File: config.mk
export PLATFORM = sky130hd
export DESIGN_NAME = twi_enable_slave
export DESIGN_NICKNAME = d
export VERILOG_FILES = /design/src/rtl/twi_enable_pkg.sv /design/src/rtl/twi_line_sync.sv /design/src/rtl/twi_enable_bank.sv /design/src/rtl/twi_enable_slave.sv
export SDC_FILE = /design/constraint.sdc
export NUM_CORES = 1
export LEC_CHECK = 0
export BUFFER_PORTS_ARGS = -buffer_cell sky130_fd_sc_hd__buf_4
export CAP_MARGIN = 30
export CELL_PAD_IN_SITES_DETAIL_PLACEMENT = 1
export CELL_PAD_IN_SITES_GLOBAL_PLACEMENT = 1
export CORE_UTILIZATION = 40
export DETAILED_ROUTE_END_ITERATION = 8
export PLACE_DENSITY_LB_ADDON = 0.1
export SLEW_MARGIN = 20
export SYNTH_ARGS = -nofsm -noshare
export SYNTH_HDL_FRONTEND = slang
export SYNTH_SLANG_ARGS = --single-unit
File: constraint.sdc
create_clock -name clk -period 2.7 [get_ports clk]
set_input_delay 0 -clock clk [delete_from_list [all_inputs] [get_ports clk]]
set_output_delay 0 -clock clk [all_outputs]
set_load 0.05 [all_outputs]
File: src/rtl/twi_enable_pkg.sv
package twi_enable_pkg;
    typedef enum logic [1:0] {
        PH_IDLE  = 2'd0,
        PH_SHIFT = 2'd1,
        PH_ACK   = 2'd2,
        PH_SKIP  = 2'd3
    } phase_e;
endpackage

File: src/rtl/twi_line_sync.sv
module twi_line_sync #(
    parameter int   STAGES    = 2,
    parameter logic IDLE_LVL  = 1'b1
) (
    input  logic clk,
    input  logic rst_n,
    input  logic din,
    output logic level,
    output logic rise,
    output logic fall
);
    logic [STAGES:0] pipe_q, pipe_d;

    always_comb begin
        pipe_d = {pipe_q[STAGES-1:0], din};
    end

    always_ff @(posedge clk or negedge rst_n) begin
        if (!rst_n) pipe_q <= {(STAGES+1){IDLE_LVL}};
        else        pipe_q <= pipe_d;
    end

    assign level = pipe_q[STAGES-1];
    assign rise  =  pipe_q[STAGES-1] & ~pipe_q[STAGES];
    assign fall  = ~pipe_q[STAGES-1] &  pipe_q[STAGES];
endmodule

File: src/rtl/twi_enable_bank.sv
module twi_enable_bank #(
    parameter int               NREG      = 2,
    parameter logic [NREG*8-1:0] RESET_VAL = 16'hC0FF,
    parameter logic [NREG*8-1:0] KEEP_MASK = 16'hC0FF,
    localparam int              IDXW      = (NREG > 1) ? $clog2(NREG) : 1
) (
    input  logic                clk,
    input  logic                rst_n,
    input  logic                wr_en,
    input  logic [IDXW-1:0]     wr_idx,
    input  logic [7:0]          wr_data,
    output logic [NREG*8-1:0]   bits_o
);
    for (genvar g = 0; g < NREG; g++) begin : g_reg
        logic [7:0] val_d, val_q;

        always_comb begin
            val_d = val_q;
            if (wr_en && (wr_idx == IDXW'(g)))
                val_d = wr_data & KEEP_MASK[g*8 +: 8];
        end

        always_ff @(posedge clk or negedge rst_n) begin
            if (!rst_n) val_q <= RESET_VAL[g*8 +: 8];
            else        val_q <= val_d;
        end

        assign bits_o[g*8 +: 8] = val_q;
    end
endmodule

File: src/rtl/twi_enable_slave.sv
module twi_enable_slave
    import twi_enable_pkg::*;
#(
    parameter logic [6:0]           DEV_ADDR    = 7'h69,
    parameter int                   DUMMY_BYTES = 2,
    parameter int                   NUM_REGS    = 2,
    parameter logic [NUM_REGS*8-1:0] RESET_VAL  = 16'hC0FF,
    parameter logic [NUM_REGS*8-1:0] WRITE_MASK = 16'hC0FF,
    parameter int                   SYNC_STAGES = 2
) (
    input  logic                   clk,
    input  logic                   rst_n,
    input  logic                   scl_i,
    input  logic                   sda_i,
    output logic                   sda_oe,
    output logic [NUM_REGS*8-1:0]  enables
);
    localparam int CNT_MAX = DUMMY_BYTES + NUM_REGS;
    localparam int CNTW    = $clog2(CNT_MAX + 1);
    localparam int IDXW    = (NUM_REGS > 1) ? $clog2(NUM_REGS) : 1;

    typedef struct packed {
        phase_e          phase;
        logic [3:0]      bits;
        logic [7:0]      shreg;
        logic            is_addr;
        logic [CNTW-1:0] cnt;
        logic            oe;
    } slave_state_t;

    logic scl_lvl, scl_rise, scl_fall;
    logic sda_lvl, sda_rise, sda_fall;
    logic start_det, stop_det;

    twi_line_sync #(.STAGES(SYNC_STAGES), .IDLE_LVL(1'b1)) u_scl_sync (
        .clk(clk), .rst_n(rst_n), .din(scl_i),
        .level(scl_lvl), .rise(scl_rise), .fall(scl_fall)
    );

    twi_line_sync #(.STAGES(SYNC_STAGES), .IDLE_LVL(1'b1)) u_sda_sync (
        .clk(clk), .rst_n(rst_n), .din(sda_i),
        .level(sda_lvl), .rise(sda_rise), .fall(sda_fall)
    );

    assign start_det = scl_lvl & sda_fall;
    assign stop_det  = scl_lvl & sda_rise;

    slave_state_t st_d, st_q;
    logic            wr_en;
    logic [IDXW-1:0] wr_idx;

    always_comb begin
        st_d   = st_q;
        wr_en  = 1'b0;
        wr_idx = '0;
        if (stop_det) begin
            st_d.phase = PH_IDLE;
            st_d.oe    = 1'b0;
        end else if (start_det) begin
            st_d.phase   = PH_SHIFT;
            st_d.bits    = '0;
            st_d.is_addr = 1'b1;
            st_d.cnt     = '0;
            st_d.oe      = 1'b0;
        end else begin
            case (st_q.phase)
                PH_SHIFT: begin
                    if (scl_rise && st_q.bits < 4'd8) begin
                        st_d.shreg = {st_q.shreg[6:0], sda_lvl};
                        st_d.bits  = st_q.bits + 4'd1;
                    end else if (scl_fall && st_q.bits == 4'd8) begin
                        if (st_q.is_addr) begin
                            if (st_q.shreg == {DEV_ADDR, 1'b0}) begin
                                st_d.phase = PH_ACK;
                                st_d.oe    = 1'b1;
                            end else begin
                                st_d.phase = PH_SKIP;
                            end
                        end else begin
                            st_d.phase = PH_ACK;
                            st_d.oe    = 1'b1;
                            if (st_q.cnt >= CNTW'(DUMMY_BYTES) &&
                                st_q.cnt <  CNTW'(CNT_MAX)) begin
                                wr_en  = 1'b1;
                                wr_idx = IDXW'(st_q.cnt - CNTW'(DUMMY_BYTES));
                            end
                            if (st_q.cnt < CNTW'(CNT_MAX))
                                st_d.cnt = st_q.cnt + CNTW'(1);
                        end
                    end
                end
                PH_ACK: begin
                    if (scl_fall) begin
                        st_d.oe      = 1'b0;
                        st_d.bits    = '0;
                        st_d.is_addr = 1'b0;
                        st_d.phase   = PH_SHIFT;
                    end
                end
                default: ;
            endcase
        end
    end

    always_ff @(posedge clk or negedge rst_n) begin
        if (!rst_n) begin
            st_q <= '{phase: PH_IDLE, bits: '0, shreg: '0,
                      is_addr: 1'b0, cnt: '0, oe: 1'b0};
        end else begin
            st_q <= st_d;
        end
    end

    twi_enable_bank #(
        .NREG(NUM_REGS), .RESET_VAL(RESET_VAL), .KEEP_MASK(WRITE_MASK)
    ) u_bank (
        .clk(clk), .rst_n(rst_n), .wr_en(wr_en), .wr_idx(wr_idx),
        .wr_data(st_q.shreg), .bits_o(enables)
    );

    assign sda_oe = st_q.oe;
endmodule

==> impl_metrics.json <==
{
  "vias_per_cell": 5.04,
  "cts.sinks": 35,
  "irDropWorstVdd_mv": 0.377,
  "path_buf_inv": 1,
  "cp.arrival_ps": 2150,
  "rows": 22,
  "cts_buffers": 5,
  "avgSynthCellArea_um2": 13.1,
  "grt.busiest_layer": "met2",
  "synth.distinct_cells": 37,
  "grt_pass1_wl_um": 5270,
  "gp_congestion": 0.728,
  "grt_max_degree": 36,
  "cpMaxStageDelayCell": "dfrtp_1",
  "cts_tree": "yes",
  "drt_iter0_markers": 24,
  "layout.cells.non_filler": 195,
  "antenna_left": 0,
  "synth-async-reset-ratio_pct": 100,
  "start_util_pct": 43.0,
  "cp-end-kind": "register",
  "h-tree-depth": 2,
  "dieArea_um2": 4310,
  "synth_common_cells": "mux2_2, dfrtp_1, dfstp_2, nand2_1, inv_1",
  "syn_inst": 124,
  "setup_tns_ps": 0,
  "ff2ff_path_depth": 6,
  "synth-seq-area-share_pct": 55.2,
  "insertedDiodeCount": 0,
  "powerDensity_nw_per_um2": 753,
  "start_kind": "register",
  "fp.dieH_um": 65.7,
  "crit_fanout": 10,
  "drv_slew": 0,
  "ys.flop_type": "dfrtp_1",
  "syn_area_um2": 1620,
  "grtUsageTotal_pct": 16.9,
  "clkTransAtPathRegs_ps": 70,
  "synth_most_common_cell": "mux2_2",
  "cp_top_family": "simple AND/OR/NAND/NOR gates",
  "crit_type": "register to register",
  "met1_usage_pct": 21.0,
  "syn2layout_area_growth_pct": 15.4,
  "yosysWarnings": 0,
  "drt-pass1-iter-count": 3,
  "finalCritPeriodShare_pct": 71.4,
  "final.min_clock_period_ps": 1930,
  "cts_resized": 0,
  "die_w_um": 65.7,
  "synth_top_area_cell": "dfrtp_1",
  "synth_edf_count": 0,
  "clock_latency_ps": 280,
  "hold_viol_final": 0,
  "core_area_um2": 3770,
  "status": "finished, final reports clean",
  "rsz0062_at_grt": "no",
  "grt_use_met3_pct": 4.17,
  "routed_wl_um": 2990,
  "hp-class": "input pin to async pin",
  "synth_seq_cells": 35,
  "routedWlPerCell_um": 15.3,
  "drive_gt1_share_pct": 42.9,
  "fmax_mhz": 519,
  "vias": 983,
  "drc": 0,
  "finClkSkew_ps": 5.41,
  "grtUsageMet2_pct": 26.5,
  "crit_required_ps": 2930,
  "antenna_found_initial": 0,
  "grt_pass1_vias": 1094,
  "synth.area.top_cells": "dfrtp_1, dfstp_2, mux2_2",
  "dp_hpwl_um": 2080,
  "cts_root_buf": "clkbuf_8",
  "clockBufferDepth": 2,
  "grt-ovfl-total": 0,
  "synth_top_area_share_pct": 29.3,
  "worst_pin_slew_ps": 538,
  "ios": 21,
  "dp.cells": 184,
  "finalSetupViolations": 0,
  "r2r_slack_ps": 770,
  "cap_violations": 0,
  "worst_hold_slack_ps": 208,
  "max_stage_delay_ps": 400,
  "port_buffers": 14,
  "r2r_start": "st_q[18]$_DFFE_PN0P_",
  "slew_headroom_pct": 64.1,
  "r2r_end": "st_q[15]$_DFFE_PN0P_",
  "path_cells": "inv_1 > ha_1 > nor4bb_1 > nand2b_1 > nor4b_1 > a211o_2",
  "cellLeakagePower_nw": 0.923,
  "fin_nets": 155
}
## registers in the layout, indices dropped and copies added (netlist names)
| signal | count |
|---|---|
| u_bank.g.val_q | 10 |
| u_scl_sync.pipe_q | 3 |
| u_sda_sync.pipe_q | 3 |
| st_q | 18 |
| sda_oe | 1 |
## cell type report
class | count | area (um2)
Clock buffer | 6 | 72.6
Clock inverter | 2 | 12.5
Fill cell | 393 | 1900
Inverter | 7 | 26.3
Multi-Input combinational cell | 80 | 668
Sequential cell | 35 | 896
Tap cell | 48 | 60.1
Timing Repair Buffer | 17 | 135
## metal layers
layer,vias up,routed length [um]
met5,-,0
met4,0,76
met3,7,104
met2,19,1450
met1,490,1360
li1,467,-
## worst max path at each step
stage                          from                                    to  slack (ps)  cells past startpoint
6_report       st_q[18]$_DFFE_PN0P_                  st_q[15]$_DFFE_PN0P_         770                      6
5_1_grt        st_q[18]$_DFFE_PN0P_                  st_q[15]$_DFFE_PN0P_         550                      6
4_1_cts        st_q[18]$_DFFE_PN0P_                  st_q[15]$_DFFE_PN0P_         770                      6
3_5_place_dp   st_q[18]$_DFFE_PN0P_                  st_q[15]$_DFFE_PN0P_         790                      6
3_3_place_gp   st_q[13]$_DFFE_PN0P_  u_bank.g_reg[0].val_q[2]$_DFFE_PN1P_         870                      6
2_1_floorplan  st_q[17]$_DFFE_PN0P_                  st_q[17]$_DFFE_PN0P_         990                      5
## timing repair
item,4_1_cts,5_1_grt
setup endpoints to repair,0,0
hold endpoints to repair,37,0
hold buffers,3,0
setup buffers,0,0
## power breakdown
| group | total (mW) | internal, mW | switching (mW) |
|---|---|---|---|
| clock network | 0.365 | 0.180 | 0.185 |
| logic | 0.360 | 0.168 | 0.192 |
| registers | 0.683 | 0.611 | 0.0720 |
| total | 1.41 | 0.959 | 0.449 |
## layout by cell type, fill, tap and decap left out, types with 3 or more instances in the layout
cell / instances
nand2_1: 10
inv_1: 7
mux2_2: 20
conb_1: 6
nor2_1: 3
clkbuf_8: 5
dfstp_2: 16
nand3b_1: 3
mux2i_1: 4
buf_4: 14
dfrtp_1: 19
dlygate4sd3_1: 3
ha_1: 5
o21ai_0: 3
## per-stage QoR
step                      power, mW  area [um2]  util, %  worst slack (ps)
after global placement         1.03        1760     46.5               875
after floorplan               0.957        1640        -               991
final                          1.41        1870     49.6               773
after CTS                      1.43        1870     49.6               767
after detailed placement       1.05        1760     46.5               793
after global routing           1.50        1870     49.6               548
## kinds of logic after synthesis
kind of cell    after synthesis  share of synthesized area (%)
other cells                   1                          0.231
xor+xnor                      1                          0.540
mux                          24                           16.4
compound gates               11                           4.71
flops                        35                           55.2
simple gates                 33                           14.4
buf+inv                      14                           4.71
fa+ha+maj                     5                           3.86
Note: power is estimated with default switching activity, not from simulation.
